--- src/rtl/nvd_pkg.sv ---
package nvd_pkg;
  localparam logic [2:0] BIT_READ  = 3'd0;
  localparam logic [2:0] BIT_GO    = 3'd1;
  localparam logic [2:0] BIT_ARM   = 3'd2;
  localparam logic [2:0] BIT_ERASE = 3'd3;

  typedef struct packed {
    logic rdStb;
    logic latchStb;
    logic progStb;
    logic eraseStb;
  } nvdStrobes_t;
endpackage

--- src/rtl/nvdCtrl.sv ---
module nvdCtrl
  import nvd_pkg::*;
#(
  parameter int ERASE_CYC = 20,
  parameter int WRITE_CYC = 12
) (
  input  logic        clk,
  input  logic        rstN,
  input  logic        ctrlSet,
  input  logic [2:0]  ctrlBit,
  input  logic        finalAddr,
  output nvdStrobes_t stb,
  output logic        busy,
  output logic        wrenQ,
  output logic        freeQ
);
  localparam int MAXC = (ERASE_CYC > WRITE_CYC) ? ERASE_CYC : WRITE_CYC;
  localparam int CW   = (MAXC < 2) ? 1 : $clog2(MAXC);

  logic [CW-1:0] cnt;
  logic opErase, freeArm, wrenArm;
  logic setRd, setGo, setArm, setErase, goOk, startErase, startProg, done;

  assign setRd      = ctrlSet && !busy && (ctrlBit == BIT_READ);
  assign setGo      = ctrlSet && !busy && (ctrlBit == BIT_GO);
  assign setArm     = ctrlSet && !busy && (ctrlBit == BIT_ARM);
  assign setErase   = ctrlSet && !busy && (ctrlBit == BIT_ERASE);
  assign goOk       = setGo && wrenQ && wrenArm;
  assign startErase = goOk && freeQ;
  assign startProg  = goOk && !freeQ && finalAddr;
  assign done       = busy && (cnt == '0);

  assign stb.rdStb    = setRd;
  assign stb.latchStb = goOk && !freeQ;
  assign stb.progStb  = done && !opErase;
  assign stb.eraseStb = done && opErase;

  always_ff @(posedge clk) begin
    if (!rstN) begin
      busy    <= 1'b0;
      cnt     <= '0;
      opErase <= 1'b0;
      wrenQ   <= 1'b0;
      freeQ   <= 1'b0;
      freeArm <= 1'b0;
      wrenArm <= 1'b0;
    end else begin
      freeArm <= setErase;
      wrenArm <= setArm;
      if (busy) begin
        cnt <= cnt - 1'b1;
        if (cnt == '0) begin
          busy  <= 1'b0;
          wrenQ <= 1'b0;
          freeQ <= 1'b0;
        end
      end else begin
        if (setErase)
          freeQ <= 1'b1;
        else if ((freeArm && !setArm) || (wrenArm && !goOk))
          freeQ <= 1'b0;
        if (setArm)
          wrenQ <= 1'b1;
        else if (wrenArm)
          wrenQ <= startErase || startProg;
        if (startErase || startProg) begin
          busy    <= 1'b1;
          opErase <= startErase;
          cnt     <= startErase ? CW'(ERASE_CYC - 1) : CW'(WRITE_CYC - 1);
        end
      end
    end
  end


  free_expiry_chk: assert property (@(posedge clk) disable iff (!rstN)
    (freeArm && !busy && !(ctrlSet && ctrlBit == BIT_ARM)) |=> !freeQ);

  wren_expiry_chk: assert property (@(posedge clk) disable iff (!rstN)
    (wrenArm && !busy && !(ctrlSet && ctrlBit == BIT_GO)) |=> !wrenQ);

  unarmed_go_chk: assert property (@(posedge clk) disable iff (!rstN)
    (!busy && ctrlSet && ctrlBit == BIT_GO && !wrenQ) |=> !busy);

  busy_start_chk: assert property (@(posedge clk) disable iff (!rstN)
    $rose(busy) |-> $past(ctrlSet && ctrlBit == BIT_GO && wrenQ));

  quiet_busy_chk: assert property (@(posedge clk) disable iff (!rstN)
    busy |-> (!stb.rdStb && !stb.latchStb));
endmodule

--- src/rtl/nvdPath.sv ---
module nvdPath
  import nvd_pkg::*;
#(
  parameter int DEPTH   = 64,
  parameter int ROW_LEN = 8,
  parameter int LATCHES = 4,
  parameter int DATA_W  = 8,
  parameter int CELL_W  = 12,
  parameter int REG_AW  = 8
) (
  input  logic              clk,
  input  logic              rstN,
  input  logic              regWr,
  input  logic              regSel,
  input  logic [DATA_W-1:0] regWdata,
  input  logic              busy,
  input  nvdStrobes_t       stb,
  output logic              finalAddr,
  output logic [DATA_W-1:0] dataQ
);
  localparam int AW       = $clog2(DEPTH);
  localparam int ROW_AW   = $clog2(ROW_LEN);
  localparam int LATCH_AW = $clog2(LATCHES);

  logic [REG_AW-1:0] addrQ;
  logic [DATA_W-1:0] latchQ [LATCHES];
  logic [CELL_W-1:0] mem [DEPTH];
  logic [AW-1:0]     cellIdx, eraseBase, progBase;
  logic              latchesIdle;

  assign cellIdx   = addrQ[AW-1:0];
  assign eraseBase = {addrQ[AW-1:ROW_AW], {ROW_AW{1'b0}}};
  assign progBase  = {addrQ[AW-1:LATCH_AW], {LATCH_AW{1'b0}}};
  assign finalAddr = (addrQ[REG_AW-1:AW] == '0) && (&addrQ[LATCH_AW-1:0]);

  always_comb begin
    latchesIdle = 1'b1;
    for (int i = 0; i < LATCHES; i++)
      if (latchQ[i] != '1) latchesIdle = 1'b0;
  end

  always_ff @(posedge clk) begin
    if (!rstN) begin
      addrQ <= '0;
      dataQ <= '0;
      for (int i = 0; i < LATCHES; i++) latchQ[i] <= '1;
      for (int k = 0; k < DEPTH; k++) mem[k] <= '1;
    end else begin
      if (stb.rdStb) dataQ <= mem[cellIdx][DATA_W-1:0];
      if (regWr && !busy) begin
        if (regSel) dataQ <= regWdata;
        else        addrQ <= REG_AW'(regWdata);
      end
      if (stb.latchStb) latchQ[addrQ[LATCH_AW-1:0]] <= dataQ;
      if (stb.progStb) begin
        for (int i = 0; i < LATCHES; i++) begin
          mem[progBase + AW'(i)] <= mem[progBase + AW'(i)] &
                                    {{(CELL_W-DATA_W){1'b1}}, latchQ[i]};
          latchQ[i] <= '1;
        end
      end
      if (stb.eraseStb)
        for (int j = 0; j < ROW_LEN; j++) mem[eraseBase + AW'(j)] <= '1;
    end
  end


  data_hold_chk: assert property (@(posedge clk) disable iff (!rstN)
    (!stb.rdStb && !(regWr && regSel && !busy)) |=> $stable(dataQ));

  latch_reset_chk: assert property (@(posedge clk) disable iff (!rstN)
    stb.progStb |=> latchesIdle);

  erase_cell_chk: assert property (@(posedge clk) disable iff (!rstN)
    stb.eraseStb |=> (mem[eraseBase] == '1));
endmodule

--- src/rtl/nvDataCtrl.sv ---
module nvDataCtrl
  import nvd_pkg::*;
#(
  parameter int DEPTH     = 64,
  parameter int ROW_LEN   = 8,
  parameter int LATCHES   = 4,
  parameter int DATA_W    = 8,
  parameter int CELL_W    = 12,
  parameter int REG_AW    = 8,
  parameter int ERASE_CYC = 20,
  parameter int WRITE_CYC = 12
) (
  input  logic              clk,
  input  logic              rstN,
  input  logic              ctrlSet,
  input  logic [2:0]        ctrlBit,
  input  logic              regWr,
  input  logic              regSel,
  input  logic [DATA_W-1:0] regWdata,
  output logic              stall,
  output logic [3:0]        ctrlQ,
  output logic [DATA_W-1:0] dataQ
);
  nvdStrobes_t stb;
  logic busy, wrenQ, freeQ, finalAddr;

  nvdCtrl #(.ERASE_CYC(ERASE_CYC), .WRITE_CYC(WRITE_CYC)) i_ctrl (
    .clk(clk), .rstN(rstN), .ctrlSet(ctrlSet), .ctrlBit(ctrlBit),
    .finalAddr(finalAddr), .stb(stb), .busy(busy), .wrenQ(wrenQ), .freeQ(freeQ)
  );

  nvdPath #(.DEPTH(DEPTH), .ROW_LEN(ROW_LEN), .LATCHES(LATCHES), .DATA_W(DATA_W),
            .CELL_W(CELL_W), .REG_AW(REG_AW)) i_path (
    .clk(clk), .rstN(rstN), .regWr(regWr), .regSel(regSel), .regWdata(regWdata),
    .busy(busy), .stb(stb), .finalAddr(finalAddr), .dataQ(dataQ)
  );

  assign stall = busy;
  assign ctrlQ = {freeQ, wrenQ, busy, 1'b0};
endmodule

--- config.mk ---
export PLATFORM = sky130hd
export DESIGN_NAME = nvDataCtrl
export DESIGN_NICKNAME = d
export VERILOG_FILES = /design/src/rtl/nvd_pkg.sv /design/src/rtl/nvdCtrl.sv /design/src/rtl/nvdPath.sv /design/src/rtl/nvDataCtrl.sv
export SDC_FILE = /design/constraint.sdc
export NUM_CORES = 1
export LEC_CHECK = 0
export CORE_ASPECT_RATIO = 1.4
export CORE_MARGIN = 4
export CORE_UTILIZATION = 30
export DETAILED_ROUTE_END_ITERATION = 7
export HOLD_SLACK_MARGIN = 0.08
export PLACE_DENSITY_LB_ADDON = 0.05
export SLEW_MARGIN = 20
export SYNTH_ARGS = -nofsm -noshare
export SYNTH_HDL_FRONTEND = slang
export SYNTH_HIERARCHICAL = 1
export SYNTH_SLANG_ARGS = --single-unit
--- constraint.sdc ---
create_clock -name clk -period 3.5 [get_ports clk]
set_input_delay 1.05 -clock clk [delete_from_list [all_inputs] [get_ports clk]]
set_output_delay 1.05 -clock clk [all_outputs]
set_load 0.01 [all_outputs]
# Word-level counts from Yosys, hierarchy flattened
# Memories as Yosys holds them, arrays and structs flattened. A register that Yosys moved wholly into a read port is not among the register bits.
# Cells that the tools add are included.
# Widths: inputs -> output; s select.
[word_totals]
register_bits = 27
ram_bits = 800
input_bits = 16
out_inout_bits = 13
wordCells = 157
memories = 2
[op_classes]
n_addsub = 11
n_eq_ne = 4
n_mux = 73
bitwise = 10
reduce_logical = 48
[mem_list]
columns = ["name", "words", "word_bits", "rd", "rd_clocked_by_memory_dff", "write_ports", "line", "text"]
rows = [
  ["i_path.mem", 64, 12, 5, 2, 64, "nvdPath.sv:27", "logic [CELL_W-1:0] mem [DEPTH];"],
  ["i_path.latchQ", 4, 8, 4, 0, 4, "nvdPath.sv:26", "logic [DATA_W-1:0] latchQ [LATCHES];"],
]
[ops]
columns = ["operator", "n"]
rows = [
  ["$mux 12", 12],
  ["$reduce_or 12->1", 12],
  ["$mux 6", 16],
  ["$mux 8", 8],
  ["$and 12x12->12", 4],
  ["$mux 1", 33],
  ["$add 6x2->6 const B", 4],
  ["$add 6x3->6 const B", 4],
  ["$logic_and 1x1->1", 17],
  ["$mux 5", 3],
  ["$add 6x1->6 const B", 2],
  ["$reduce_and 2->1", 5],
  ["$reduce_or 8->1", 1],
  ["$eq 3x2->1 const B", 2],
  ["$reduce_bool 3->1", 2],
  ["$logic_not 1->1", 5],
  ["$logic_not 5->1", 1],
  ["$sub 5x1->5 const B", 1],
  ["$or 1x1->1", 4],
  ["$eq 3x1->1 const B", 1],
  ["$logic_not 3->1", 1],
  ["$logic_not 2->1", 1],
  ["$logic_or 1x1->1", 2],
  ["$mux 2", 1],
  ["other kinds (3)", 4],
]

# Longest topological paths before layout
[depth]
depth_word = 11
mapped_depth = 13
ltp_nobuf = 10

# Modules after synthesis
# The synthesis kept the hierarchy.
[by_module_without_submodules]
columns = ["module", "instances", "cells_each", "area_each_um2", "seq_area_each_um2"]
rows = [
  ["nvdPath", 1, 3151, 30556.8, 11651.2],
  ["nvdCtrl", 1, 70, 629.4, 220.2],
  ["nvDataCtrl", 1, 5, 33.8, 0.0],
]

# Least setup slack after synthesis
# OpenSTA, ideal clock, no wires.
[synth_path]
path_kind = "input port to flip-flop"
start = "input ctrlBit[2]"
end = "memory i_path.latchQ[1][0] (enable)"
setup_ns = 0.335
arrival_ns = 2.504
required_time_ns = 3.165
path_slack_ns = 0.662
cell_stages = 5
path_buffers = 0
path_cell_list = "nand4bb_1 > nor3_1 > nand2_1 > nor3b_1 > nand2b_1"
[synth_lines]
columns = ["element", "line", "text"]
rows = [
  ["start: declaration", "nvDataCtrl.sv:16", "input logic [2:0] ctrlBit,"],
  ["end: declaration", "nvdPath.sv:26", ""],
]

==> summary.md <==
| Metric | Value |
|---|---|
| H-tree depth | `3` |
| Overflow after GRT | `0` |
| DRC | `0` |
| Fmax | `320.7 MHz` |
| FFs w/ async S/R, synth | `0%` |
| Cells after DPL | `4422` |
| Post-Synthesis Cell Area | `roughly 31000 um^2` |
| Max Transition Viols Final | `0` |
| Outcome | `finished clean` |
| TritonCTS Buffers | `68` |
| Required time of the critical path | `4.01 ns` |
| Most common library cells after synthesis | `dfxtp_1 (545), o21ai_0 (463), nor3b_1 (422)` |
| Number of global-route vias before repair | `27010` |
| Nets@finish | `3171` |
| CP max FO | `36` |
| Clock Latency Late Sink | `approximately 0.65 ns` |
| Yosys top cell by area | `dfxtp_1` |
| Final hold violations | `0` |
| Final wirelength | `143.8 mm` |
| CP arrival | `3.63 ns` |
| HP Class | `reg2reg` |
| DR vias/cell | `5.860` |
| Maxcap violations | `0` |
| Total Power | `0.01497 W` |
| RSZ-0062 raised after global routing | `no` |
| CTS Hold Buffers Added | `0` |
| WHS | `0.5143 ns` |
| Routed len/inst | `31.65 um` |
| CTS tree | `built` |
| Area post-placement | `about 34000 um^2` |
| Ys flop type | `dfxtp_1` |
| Post-DRT Antenna Nets | `0` |
| Max-slew headroom | `26.35%` |
| Largest net degree at the start of global routing | `140` |
| Cells after synthesis | `3226` |
| Die ar. | `around 110000 um^2` |
| Power per standard cell area | `419.7 nW/um^2` |
| GRT Total Usage | `25.91%` |
| I/O Buffers | `27` |
| Synth top area share | `34.95%` |
| First-pass GRT wire length | `205.8 mm` |
| Post-Syn Area per Cell | `9.678 um^2` |
| Sum Neg Setup Slack | `0 ns` |
| Fin area | `about 36000 um^2` |
| DRT iter0 DRCs | `approximately 2100` |
| CTS clk-pin slew, worst paths | `roughly 0.06 ns` |
| Syn nets | `3244` |
| Fin crit period | `a little over 3 ns` |
| Area growth, synth to finish | `14.26%` |
| Die Height | `389.7 um` |
| Die width | `280.6 um` |
| Initial antenna violation count | `5` |
| # clock sinks | `577` |
| Setup Buffers After CTS | `0` |
| Clock root buffer | `clkbuf_16` |
| # resized after CTS | `0` |
| Via count | `26610` |
| Drt first pass iters | `6` |
| Maximum clock insertion buffer count | `3` |
| Rows | `139` |
| Layout cell share with drive strength beyond 1 | `18.86%` |
| Core area | `103000 um^2` |
| Final Instance Count excl. Fillers | `4542` |
| Starting Density | `30.32%` |
| Crit. End Element | `flip-flop` |
| Setup CP Type | `reg2reg` |
| Lkg Pwr | `10.11 nW` |
| Maximum vdd ir drop | `359.6 uV` |
| Most numerous cell in the Yosys netlist | `dfxtp_1` |
| Routability cong. | `0.8692` |
| Clock Skews | `0.02444 ns` |
| Yosys reg bits | `577` |
| Post-DP HPWL | `~100 mm` |
| Top post-synthesis cells by area | `dfxtp_1 (35%), mux4_2 (16%), nor3b_1 (10%)` |
| Crit start category | `flip-flop` |
| Yosys warns | `6` |
| Ratio of final minimum period to clock period | `89.09%` |
| Actual slew at the worst max-slew pin | `1.105 ns` |
| Post-synthesis sequential area ratio | `38.03%` |
| Final setup viols | `0` |
| Ports | `29` |
| Post-synth cell types | `approximately 70` |
| Post-synth EDFFs | `32` |
-- path summary, 6_finish.rpt --
| check | startpoint | end | slack, ns | cells after the start |
|---|---|---|---|---|
| worst max-delay path | i_path/addrQ[3] | i_path/mem[61][0] | 0.38 | 6 |
| worst max register to register | i_path/addrQ[3] | i_path/mem[61][0] | 0.38 | 6 |
| worst min-delay path | i_ctrl/opErase | i_ctrl/opErase | 0.51 | 2 |
| worst min register to register | i_ctrl/opErase | i_ctrl/opErase | 0.51 | 2 |
-- stage by stage --
| stage | setup WS (ns) | util, % |
|---|---|---|
| after floorplan | 0.6618 | - |
| after global placement | 0.1452 | 32.54 |
| after detailed placement | 0.2053 | 32.54 |
| after CTS | 0.3404 | 34.64 |
| after global routing | 0.2784 | 34.64 |
| final | 0.3818 | 34.65 |
-- area by class of cell --
cell class / instances / area, um^2
clock buffer: 98 / 1956
multi-input combinational: 2268 / 17750
fill: 10340 / 67290
antenna: 1 / 2.502
tap: 1339 / 1675
timing repair buffer: 227 / 2140
inverter: 11 / 41.29
clock inverter: 21 / 211.5
sequential: 577 / 11900
-- state kept, by name (all words and copies together) (netlist names), named ones only --
name	count
i_ctrl/wrenQ	1
i_ctrl/opErase	1
i_ctrl/freeQ	1
i_ctrl/wrenArm	1
i_ctrl/busy	1
i_path/mem	512
i_path/dataQ	8
i_ctrl/freeArm	1
i_path/addrQ	8
i_path/latchQ	32
i_ctrl/cnt	5
-- logic make-up after synthesis --
kind of cell,Yosys count,synth area share (%)
multiplexers,372,21.92
AO/OA/AOI/OAI,769,13.43
flip-flops,577,38.02
buffers and inverters,381,5.595
adder cells (fa/ha/maj),2,0.08014
AND/OR/NAND/NOR,1123,20.91
XOR/XNOR,1,0.02806
other,1,0.01201
-- report_power, final --
group / switching [W] / leakage, nW / internal [W]
Clock: 0.00306 / 1.07 / 0.00417
Sequential: 0.0000933 / 4.64 / 0.00664
Combinational: 0.000609 / 4.40 / 0.000393
-- placed cells by master (no fill, tap or decap), types with 20 or more instances in the layout --
cell / netlist / layout
o21ai_1: 64 / 65
o22ai_1: 39 / 39
nand2b_1: 21 / 21
clkbuf_16: 0 / 69
a21oi_1: 133 / 133
buf_12: 3 / 29
nor2_1: 326 / 314
nand2_1: 143 / 124
nor3b_1: 422 / 421
and2_1: 20 / 20
o21ai_0: 463 / 462
buf_4: 24 / 171
nand3b_1: 102 / 102
clkdlybuf4s50_1: 0 / 26
dfxtp_1: 545 / 536
edfxtp_1: 32 / 32
mux2i_1: 123 / 123
mux4_2: 222 / 222
-- layer usage --
layer / up-vias / wire length (um) / global-route usage (%)
li1: 11700 / - / -
met1: 13690 / 56850 / 31.02
met2: 915 / 72420 / 45.45
met3: 311 / 6956 / 3.713
met4: 0 / 7543 / 12.69
met5: - / 0 / 0
-- worst max-delay path, stage by stage, from the launching register on --
cell and delay, ns:
dfxtp_4 0.83, buf_4 0.28, mux4_1 0.56, mux4_2 0.47, and2_1 0.42, o21ai_0 0.29
nand2_1 0.07
(Power assumes the default switching activity.)
